==> config.mk <==
export PLATFORM = sky130hd
export DESIGN_NAME = fmt422_top
export DESIGN_NICKNAME = d
export VERILOG_FILES = /design/src/rtl/fmt422_pkg.sv /design/src/rtl/chroma_phaser.sv /design/src/rtl/beat_delay.sv /design/src/rtl/fmt422_top.sv
export SDC_FILE = /design/constraint.sdc
export NUM_CORES = 1
export LEC_CHECK = 0
export BUFFER_PORTS_ARGS = -buffer_cell sky130_fd_sc_hd__buf_2
export CAP_MARGIN = 20
export CELL_PAD_IN_SITES_DETAIL_PLACEMENT = 0
export CELL_PAD_IN_SITES_GLOBAL_PLACEMENT = 1
export CORE_MARGIN = 2
export CORE_UTILIZATION = 49
export DETAILED_ROUTE_END_ITERATION = 10
export GPL_ROUTABILITY_DRIVEN = 0
export GPL_TIMING_DRIVEN = 0
export HOLD_SLACK_MARGIN = 0.02
export PLACE_DENSITY = 0.78
export SETUP_SLACK_MARGIN = 0.02
export SLEW_MARGIN = 15
export SYNTH_ARGS = -nofsm -noshare
export SYNTH_HDL_FRONTEND = slang
export SYNTH_SLANG_ARGS = --single-unit
==> constraint.sdc <==
create_clock -name clk -period 5.3 [get_ports clk]
set_input_delay 0.53 -clock clk [delete_from_list [all_inputs] [get_ports clk]]
set_output_delay 0.53 -clock clk [all_outputs]
set_load 0.01 [all_outputs]
==> src/rtl/fmt422_pkg.sv <==
package fmt422_pkg;
  parameter int unsigned PIX_W = 8;

  typedef struct packed {
    logic             sync;
    logic [PIX_W-1:0] c;
    logic [PIX_W-1:0] y;
  } fmt_beat_t;
endpackage

==> src/rtl/chroma_phaser.sv <==
module chroma_phaser
  import fmt422_pkg::*;
(
  input  logic             clk,
  input  logic             rst_n,
  input  logic             vld,
  input  logic [PIX_W-1:0] y,
  input  logic [PIX_W-1:0] cb,
  input  logic [PIX_W-1:0] cr,
  input  logic             sync,
  output fmt_beat_t        q
);
  logic             ph_cr;
  logic             sync_prev;
  logic [PIX_W-1:0] cr_hold;
  logic             lead_edge;
  logic             use_cr;

  assign lead_edge = sync & ~sync_prev;
  assign use_cr    = ph_cr & ~lead_edge;

  always_ff @(posedge clk) begin
    if (!rst_n) begin
      q         <= '0;
      ph_cr     <= 1'b0;
      sync_prev <= 1'b0;
      cr_hold   <= '0;
    end else if (vld) begin
      q.y       <= y;
      q.sync    <= sync;
      q.c       <= use_cr ? cr_hold : cb;
      if (!use_cr) cr_hold <= cr;
      ph_cr     <= ~use_cr;
      sync_prev <= sync;
    end
  end

  // a leading edge of sync always emits Cb of that pixel
  p_cb_on_edge_r3: assert property (@(posedge clk) disable iff (!rst_n)
    (vld && sync && !sync_prev) |=> (q.c == $past(cb)));

  // a Cr beat emits the red-difference captured on the previous Cb beat
  p_cr_from_even_r2: assert property (@(posedge clk) disable iff (!rst_n)
    (vld && ph_cr && !(sync && !sync_prev)) |=> (q.c == $past(cr_hold)));

  // idle beat freezes stage and phase
  p_idle_hold_r6: assert property (@(posedge clk) disable iff (!rst_n)
    !vld |=> ($stable(q) && $stable(ph_cr)));
endmodule

==> src/rtl/beat_delay.sv <==
module beat_delay
  import fmt422_pkg::*;
#(
  parameter int unsigned DEPTH = 7
) (
  input  logic      clk,
  input  logic      rst_n,
  input  logic      en,
  input  fmt_beat_t d,
  output fmt_beat_t q
);
  fmt_beat_t st [DEPTH];

  for (genvar g = 0; g < DEPTH; g++) begin : g_stage
    if (g == 0) begin : g_first
      always_ff @(posedge clk) begin
        if (!rst_n)  st[g] <= '0;
        else if (en) st[g] <= d;
      end
    end else begin : g_rest
      always_ff @(posedge clk) begin
        if (!rst_n)  st[g] <= '0;
        else if (en) st[g] <= st[g-1];
      end
    end
  end

  assign q = st[DEPTH-1];
endmodule

==> src/rtl/fmt422_top.sv <==
module fmt422_top
  import fmt422_pkg::*;
#(
  parameter int unsigned LAT = 8
) (
  input  logic             clk,
  input  logic             rst_n,
  input  logic             pix_vld_i,
  input  logic [PIX_W-1:0] y_i,
  input  logic [PIX_W-1:0] cb_i,
  input  logic [PIX_W-1:0] cr_i,
  input  logic             sync_i,
  output logic [PIX_W-1:0] y_o,
  output logic [PIX_W-1:0] c_o,
  output logic             sync_o
);
  localparam int unsigned TAIL = (LAT > 1) ? LAT - 1 : 1;

  fmt_beat_t head_q;
  fmt_beat_t tail_q;

  chroma_phaser u_phase (
    .clk  (clk),
    .rst_n(rst_n),
    .vld  (pix_vld_i),
    .y    (y_i),
    .cb   (cb_i),
    .cr   (cr_i),
    .sync (sync_i),
    .q    (head_q)
  );

  beat_delay #(.DEPTH(TAIL)) u_tail (
    .clk  (clk),
    .rst_n(rst_n),
    .en   (pix_vld_i),
    .d    (head_q),
    .q    (tail_q)
  );

  assign y_o    = tail_q.y;
  assign c_o    = tail_q.c;
  assign sync_o = tail_q.sync;

  // outputs hold across an idle clock
  p_out_hold_r6: assert property (@(posedge clk) disable iff (!rst_n)
    !pix_vld_i |=> ($stable(y_o) && $stable(c_o) && $stable(sync_o)));

  // outputs are zero on the first clock out of reset
  p_reset_zero_r7: assert property (@(posedge clk)
    $rose(rst_n) |-> (y_o == '0 && c_o == '0 && !sync_o));
endmodule

==> results of run 1 <==
## state kept, by name (all words and copies together), names as in the netlist
name and cells:
u_phase.ph_cr 1, u_phase.q 17, u_phase.cr_hold 8, u_tail.st 119
## per-layer routing
metal  global-route usage [%]  vias to the layer above
met5                        0                        -
met3                     3.78                        8
li1                         -                     1587
met1                     16.9                     1495
met2                     27.7                       70
met4                     5.37                        0
## worst paths after layout
check,start,end,slack [ns],cells after the start
max,pix_vld_i,u_tail.st[0][39],3.45,4
min,cr_i[2],u_phase.cr_hold[2],0.37,3
min reg2reg,u_phase.cr_hold[2],u_phase.cr_hold[2],0.45,2
max reg2reg,u_phase.q[16],u_phase.cr_hold[7],4.14,5
## synthesized netlist by cell type (2+ instances only)
library cell	number
a311oi_1	6
a311oi_2	2
and3_1	118
and4b_1	8
buf_2	7
buf_4	19
buf_6	4
clkbuf_1	16
clkbuf_2	7
dfxtp_1	26
edfxtp_1	119
inv_1	8
mux2i_1	17
nand2_1	16
nor2b_1	10
o21ai_0	8
## per-stage QoR
| step | instances | area (sq um) | hold WS [ns] | total power, mW |
|---|---|---|---|---|
| after floorplan | 397 | 5730 | 0.431 | 1.45 |
| after global placement | 582 | 6120 | 0.441 | 1.49 |
| after detailed placement | 583 | 6150 | 0.447 | 1.49 |
| after CTS | 615 | 6700 | 0.361 | 2.57 |
| after global routing | 615 | 6700 | 0.373 | 2.65 |
| final | 615 | 6700 | 0.370 | 2.55 |
## area by class of cell
| type | count | area (sq um) |
|---|---|---|
| tap | 143 | 179 |
| inverter | 8 | 30.0 |
| clock buffer | 19 | 433 |
| timing repair buffer | 43 | 238 |
| sequential | 145 | 4090 |
| multi-input combinational | 191 | 1290 |
| fill | 905 | 4720 |
| clock inverter | 13 | 113 |
| buffer | 53 | 318 |
## where the power goes
group          leakage [nW]  switching (mW)  internal (mW)
logic                  1.36          0.0814         0.0630
registers              1.53          0.0192           1.30
clock network         0.263           0.440          0.645
total                  3.16           0.541           2.01
## logic make-up (layout without fill, tap and decap cells)
kind of cell / after synthesis / after routing
DFF: 145 / 145
and+or+nand+nor: 156 / 156
buffers and inverters: 61 / 136
muxes: 17 / 17
AOI/OAI and AO/OA: 18 / 18
## tightest hold or removal path: cells and delay by family
kind	cells	cell delay, ns
buffers and inverters	1	0.09
multiplexers	1	0.05
AND/OR/NAND/NOR	1	0.05
==> run metrics, run 1 <==
PortBufs=42; most frequent cells in the layout=119 x edfxtp_1, 118 x and3_1, 49 x buf_2; Area Growth Syn to Fin=16.9%; Std-Cell Rows=39; Slew @ Worst Pin=0.770 ns; die height=112 um; total negative setup slack=0 ns; met3 WL=446 um; DRT Pass-1 Iters=4; nets=487; layout cells sized above 1=24.8%; Worst VDD drop=240 uV; Post-synth EDFFs=119; CTS Buf Count=17; HPWL Detailed=6.00 mm; Post-synth top flop=edfxtp_1; Initial Utilization=50.2%; Worst Setup End Kind=flop; post-CTS setup buffer count=0; Netlist cell types=22; GRT Residual Overflow=0; Largest delay share family, worst path=buffers and inverters; unrepaired setup endpoints after global routing=false; post-synthesis xor/xnor area fraction=0%; final hold vios=0; gr usage total=15.0%; Worst Skew=0.00711 ns; YS warnings=0; worst slack, placed=3.02 ns; largest net degree at the start of global routing=64; mux cell area share after synthesis=2.97%; Die X=112 um; crit path kind=in2reg; DRT antenna net count=0; metal2 WL=4.93 mm; Synth Area in Compound Gates=2.47%; Worst Path Arrival=1.92 ns; first-pass GRT wire length=14.7 mm; crit path time final=1.85 ns; synthesized area=5730 sq um; initial antenna violation count=0; number of gates resized after cts=0; Synth Area in Adders=0%; Synth top area share=62.4%; via count=3160; CTS Sinks=145; Pwr Density=381 nW/um^2; Synthesized Nets=425; Wirelength per Cell=14.8 um; Final Max Tran Viols=0; Required @ worst endpoint=5.37 ns; final setup vio count=0; IO Pins=45; DR top layer=met4; setup ws final=3.45 ns; Clk Latency, worst-skew pair=0.40 ns; final WL=9.10 mm; simple-gate area share of the yosys netlist=17.0%; vias in the first global route=3134; #FFs+latches synth=145; fin crit share=35.0%; hold_buf cts=0; crit start category=input port; vias per inst=5.14; critical-path cell list=buf_6 -> buf_2 -> nand2b_4 -> buf_16; Yosys top cell by area=edfxtp_1; Leak=3.16 nW; # DRC=0; Area contributors post-synth=edfxtp_1 62%, and3_1 13%, dfxtp_1 9.1%; main combinational cell family by area after synthesis=simple AND/OR/NAND/NOR gates; Slowest-stage cell, CP=nand2b_4; Max Fclk=540 MHz; Core ar.=11400 sq um; Max Cap Viol=0; CP peak stage delay=0.67 ns; DRT met1 WL=3.64 mm; Worst Hold Class=in2reg; CTS tree=yes; relative slew slack=48.6%; clk buf depth=2; run status=finished clean; die area=12600 sq um; Syn Area/Cell=14.4 sq um; Buffers & Inverters on Critical Path=3; Core Util, Final=58.7%; worst-path maximum fanout=63; most common cell after layout, fill and taps aside=edfxtp_1; Starting DRT DRC Count=174; CTS clk-pin slew, worst paths=0.06 ns; CTS H-tree depth=4; sequential share of the synthesized area=71.5%; Post-Synthesis Cells=397; Post-synth ARST share=0%; # diodes=0; clk root buf=clkbuf_16
Note: power is estimated with default switching activity, not from simulation.
==> run 2: changes to the inputs <==
--- a/config.mk
+++ b/config.mk
@@ -10,12 +10,12 @@
 export CELL_PAD_IN_SITES_DETAIL_PLACEMENT = 0
 export CELL_PAD_IN_SITES_GLOBAL_PLACEMENT = 1
 export CORE_MARGIN = 2
-export CORE_UTILIZATION = 49
+export CORE_UTILIZATION = 45
 export DETAILED_ROUTE_END_ITERATION = 10
 export GPL_ROUTABILITY_DRIVEN = 0
 export GPL_TIMING_DRIVEN = 0
 export HOLD_SLACK_MARGIN = 0.02
-export PLACE_DENSITY = 0.78
+export PLACE_DENSITY = 0.75
 export SETUP_SLACK_MARGIN = 0.02
 export SLEW_MARGIN = 15
 export SYNTH_ARGS = -nofsm -noshare
==> constraint.sdc (replaced) <==
create_clock -name clk -period 1.7 [get_ports clk]
set_input_delay 0.17 -clock clk [delete_from_list [all_inputs] [get_ports clk]]
set_output_delay 0.17 -clock clk [all_outputs]
set_load 0.01 [all_outputs]
==> run 2 against run 1 <==
Net effect:
- sequential cell count unchanged
- cell count rose by 7.8%
- design area rose by 2.7%
- worst setup slack got worse by 3.1 ns
- critical path depth unchanged
- sequential share of layout area fell by 1.6 points
- hold slack worse by 0.34 ns
==> run metrics, run 2 (synthesis gave the netlist of run 1 again) <==
max FFs per register=119; Leak=3.22 nW; crit path time final=1.36 ns; Hold Crit Depth=3; Clk Latency, worst-skew pair=0.41 ns; final std cells w/o fill=663; vias per inst=4.82; number of gates resized after cts=0; initial antenna violation count=0; Max Fclk=738 MHz; via count=3198; final setup vio count=0; HPWL Detailed=5.80 mm; final WL=8.86 mm; hold_sp=y_i[7]; post-CTS setup buffer count=0; R2R depth=5; Final Max Tran Viols=0; Area Growth Syn to Fin=20.1%; fin crit share=79.7%; flip-flop and latch area=4090 sq um; reg2reg start=u_phase.q[16]; Wirelength per Cell=13.4 um; Largest delay share family, worst path=buffers and inverters; # diodes=0; Worst Setup End Kind=flop; final hold vios=0; reg2reg end=u_phase.cr_hold[4]; total power=7.72 mW; CTS tree=yes; Die X=117 um; Worst R2R Setup Slack=0.51 ns; Pwr Density=1120 nW/um^2; worst-path maximum fanout=65; Core ar.=12500 sq um; vias in the first global route=3174; layout cells sized above 1=22.0%; crit start category=input port; relative slew slack=50.0%; Buffers & Inverters on Critical Path=3; CTS Sinks=145; Worst VDD drop=621 uV; GRT Residual Overflow=0; Max Cap Viol=0; Std-Cell Rows=41; Starting DRT DRC Count=199; run status=finished clean; Worst Hold Class=in2reg; Slew @ Worst Pin=0.750 ns; first-pass GRT wire length=14.7 mm; most common cell after layout, fill and taps aside=edfxtp_1; largest net degree at the start of global routing=66; Slowest-stage cell, CP=nand2b_4; CTS clk-pin slew, worst paths=0.06 ns; clk buf depth=2; Multi-input gate area=1290 sq um; most frequent cells in the layout=119 x edfxtp_1, 118 x and3_1, 48 x buf_2; PortBufs=42; IO Pins=45; CTS H-tree depth=4; Worst Hold Path EP=u_phase.q[7]; die area=13600 sq um; die height=117 um; largest reg by FF count=u_tail.st; # DRC=0; crit path kind=in2reg; gr usage total=14.7%; clk root buf=clkbuf_16; DRT Pass-1 Iters=4; CTS Buf Count=17; FILL cells=1053; nets=506; CP peak stage delay=0.54 ns; Required @ worst endpoint=1.78 ns; critical-path cell list=buf_4 -> buf_6 -> nand2b_4 -> buf_16; unrepaired setup endpoints after global routing=false; total negative setup slack=0 ns; Core Util, Final=55.0%; Worst Path Arrival=1.44 ns; Initial Utilization=45.8%; Inst Count DP=612; DRT antenna net count=0; Worst Skew=0.00483 ns; Largest regs=u_tail.st (119), u_phase.q (17), u_phase.cr_hold (8)
[run 2: cell count changes in the layout (fill, tap and decap cells not counted), moves of 2 or more]
cell | previous run | this run
clkinvlp_4 | 3 | 1
clkinv_4 | 2 | 0
inv_6 | 2 | 0
clkbuf_1 | 18 | 21
clkinv_2 | 5 | 3
clkinv_1 | 0 | 6
dlygate4sd3_1 | 0 | 19
[run 2: worst min-delay path, delay by kind of cell]
| family | cells | cell delay, ns |
|---|---|---|
| buffers and inverters | 1 | 0.08 |
| and+or+nand+nor | 1 | 0.10 |
| muxes | 1 | 0.06 |
[run 2: power breakdown]
part	switching [mW]	leakage (nW)	total (mW)	internal (mW)
registers	0.0559	1.53	4.12	4.07
clock network	1.29	0.237	3.11	1.82
logic	0.257	1.44	0.485	0.228
total	1.60	3.22	7.72	6.12
[run 2: how the worst max path moves through the flow]
stage                     start               end  slack (ns)  cells after the start
after detailed placement  rst_n  u_tail.st[1][48]       -0.11                      4
after floorplan           rst_n   u_tail.st[0][0]        0.02                      3
final                     rst_n  u_tail.st[1][42]        0.34                      4
after global routing      rst_n  u_tail.st[1][47]        0.24                      4
after global placement    rst_n  u_tail.st[1][49]       -0.31                      3
after CTS                 rst_n  u_tail.st[1][38]        0.33                      4
[run 2: cell type report]
| class | instances | share of cell area (%) |
|---|---|---|
| inverters | 8 | 0.436 |
| clock buffers | 22 | 6.45 |
| plain buffers | 53 | 4.82 |
| clock inverters | 10 | 0.655 |
| well taps | 172 | 3.13 |
| flip-flops and latches | 145 | 59.5 |
| repair buffers | 62 | 6.22 |
| multi-input cells | 191 | 18.8 |
[run 2: per-stage QoR]
stage	hold WS (ns)	area, sq um	setup slack, ns
finish	0.0308	6880	0.345
global route	0.0213	6880	0.238
CTS	0.0229	6880	0.332
detailed placement	0.424	6200	-0.107
global placement	0.416	6170	-0.314
floorplan	0.312	5750	0.0215
[run 2: timing repair]
action | 4_1_cts | 5_1_grt
endpoints found under the setup margin | 0 | 0
endpoints found under the hold margin | 19 | 0
hold buffers | 19 | 0
[run 2: per-layer routing]
metal	global-route usage [%]	share of wire (%)
met1	14.8	40
met2	27.2	55
met3	5.41	4.0
met4	6.59	1.5
met5	0	0
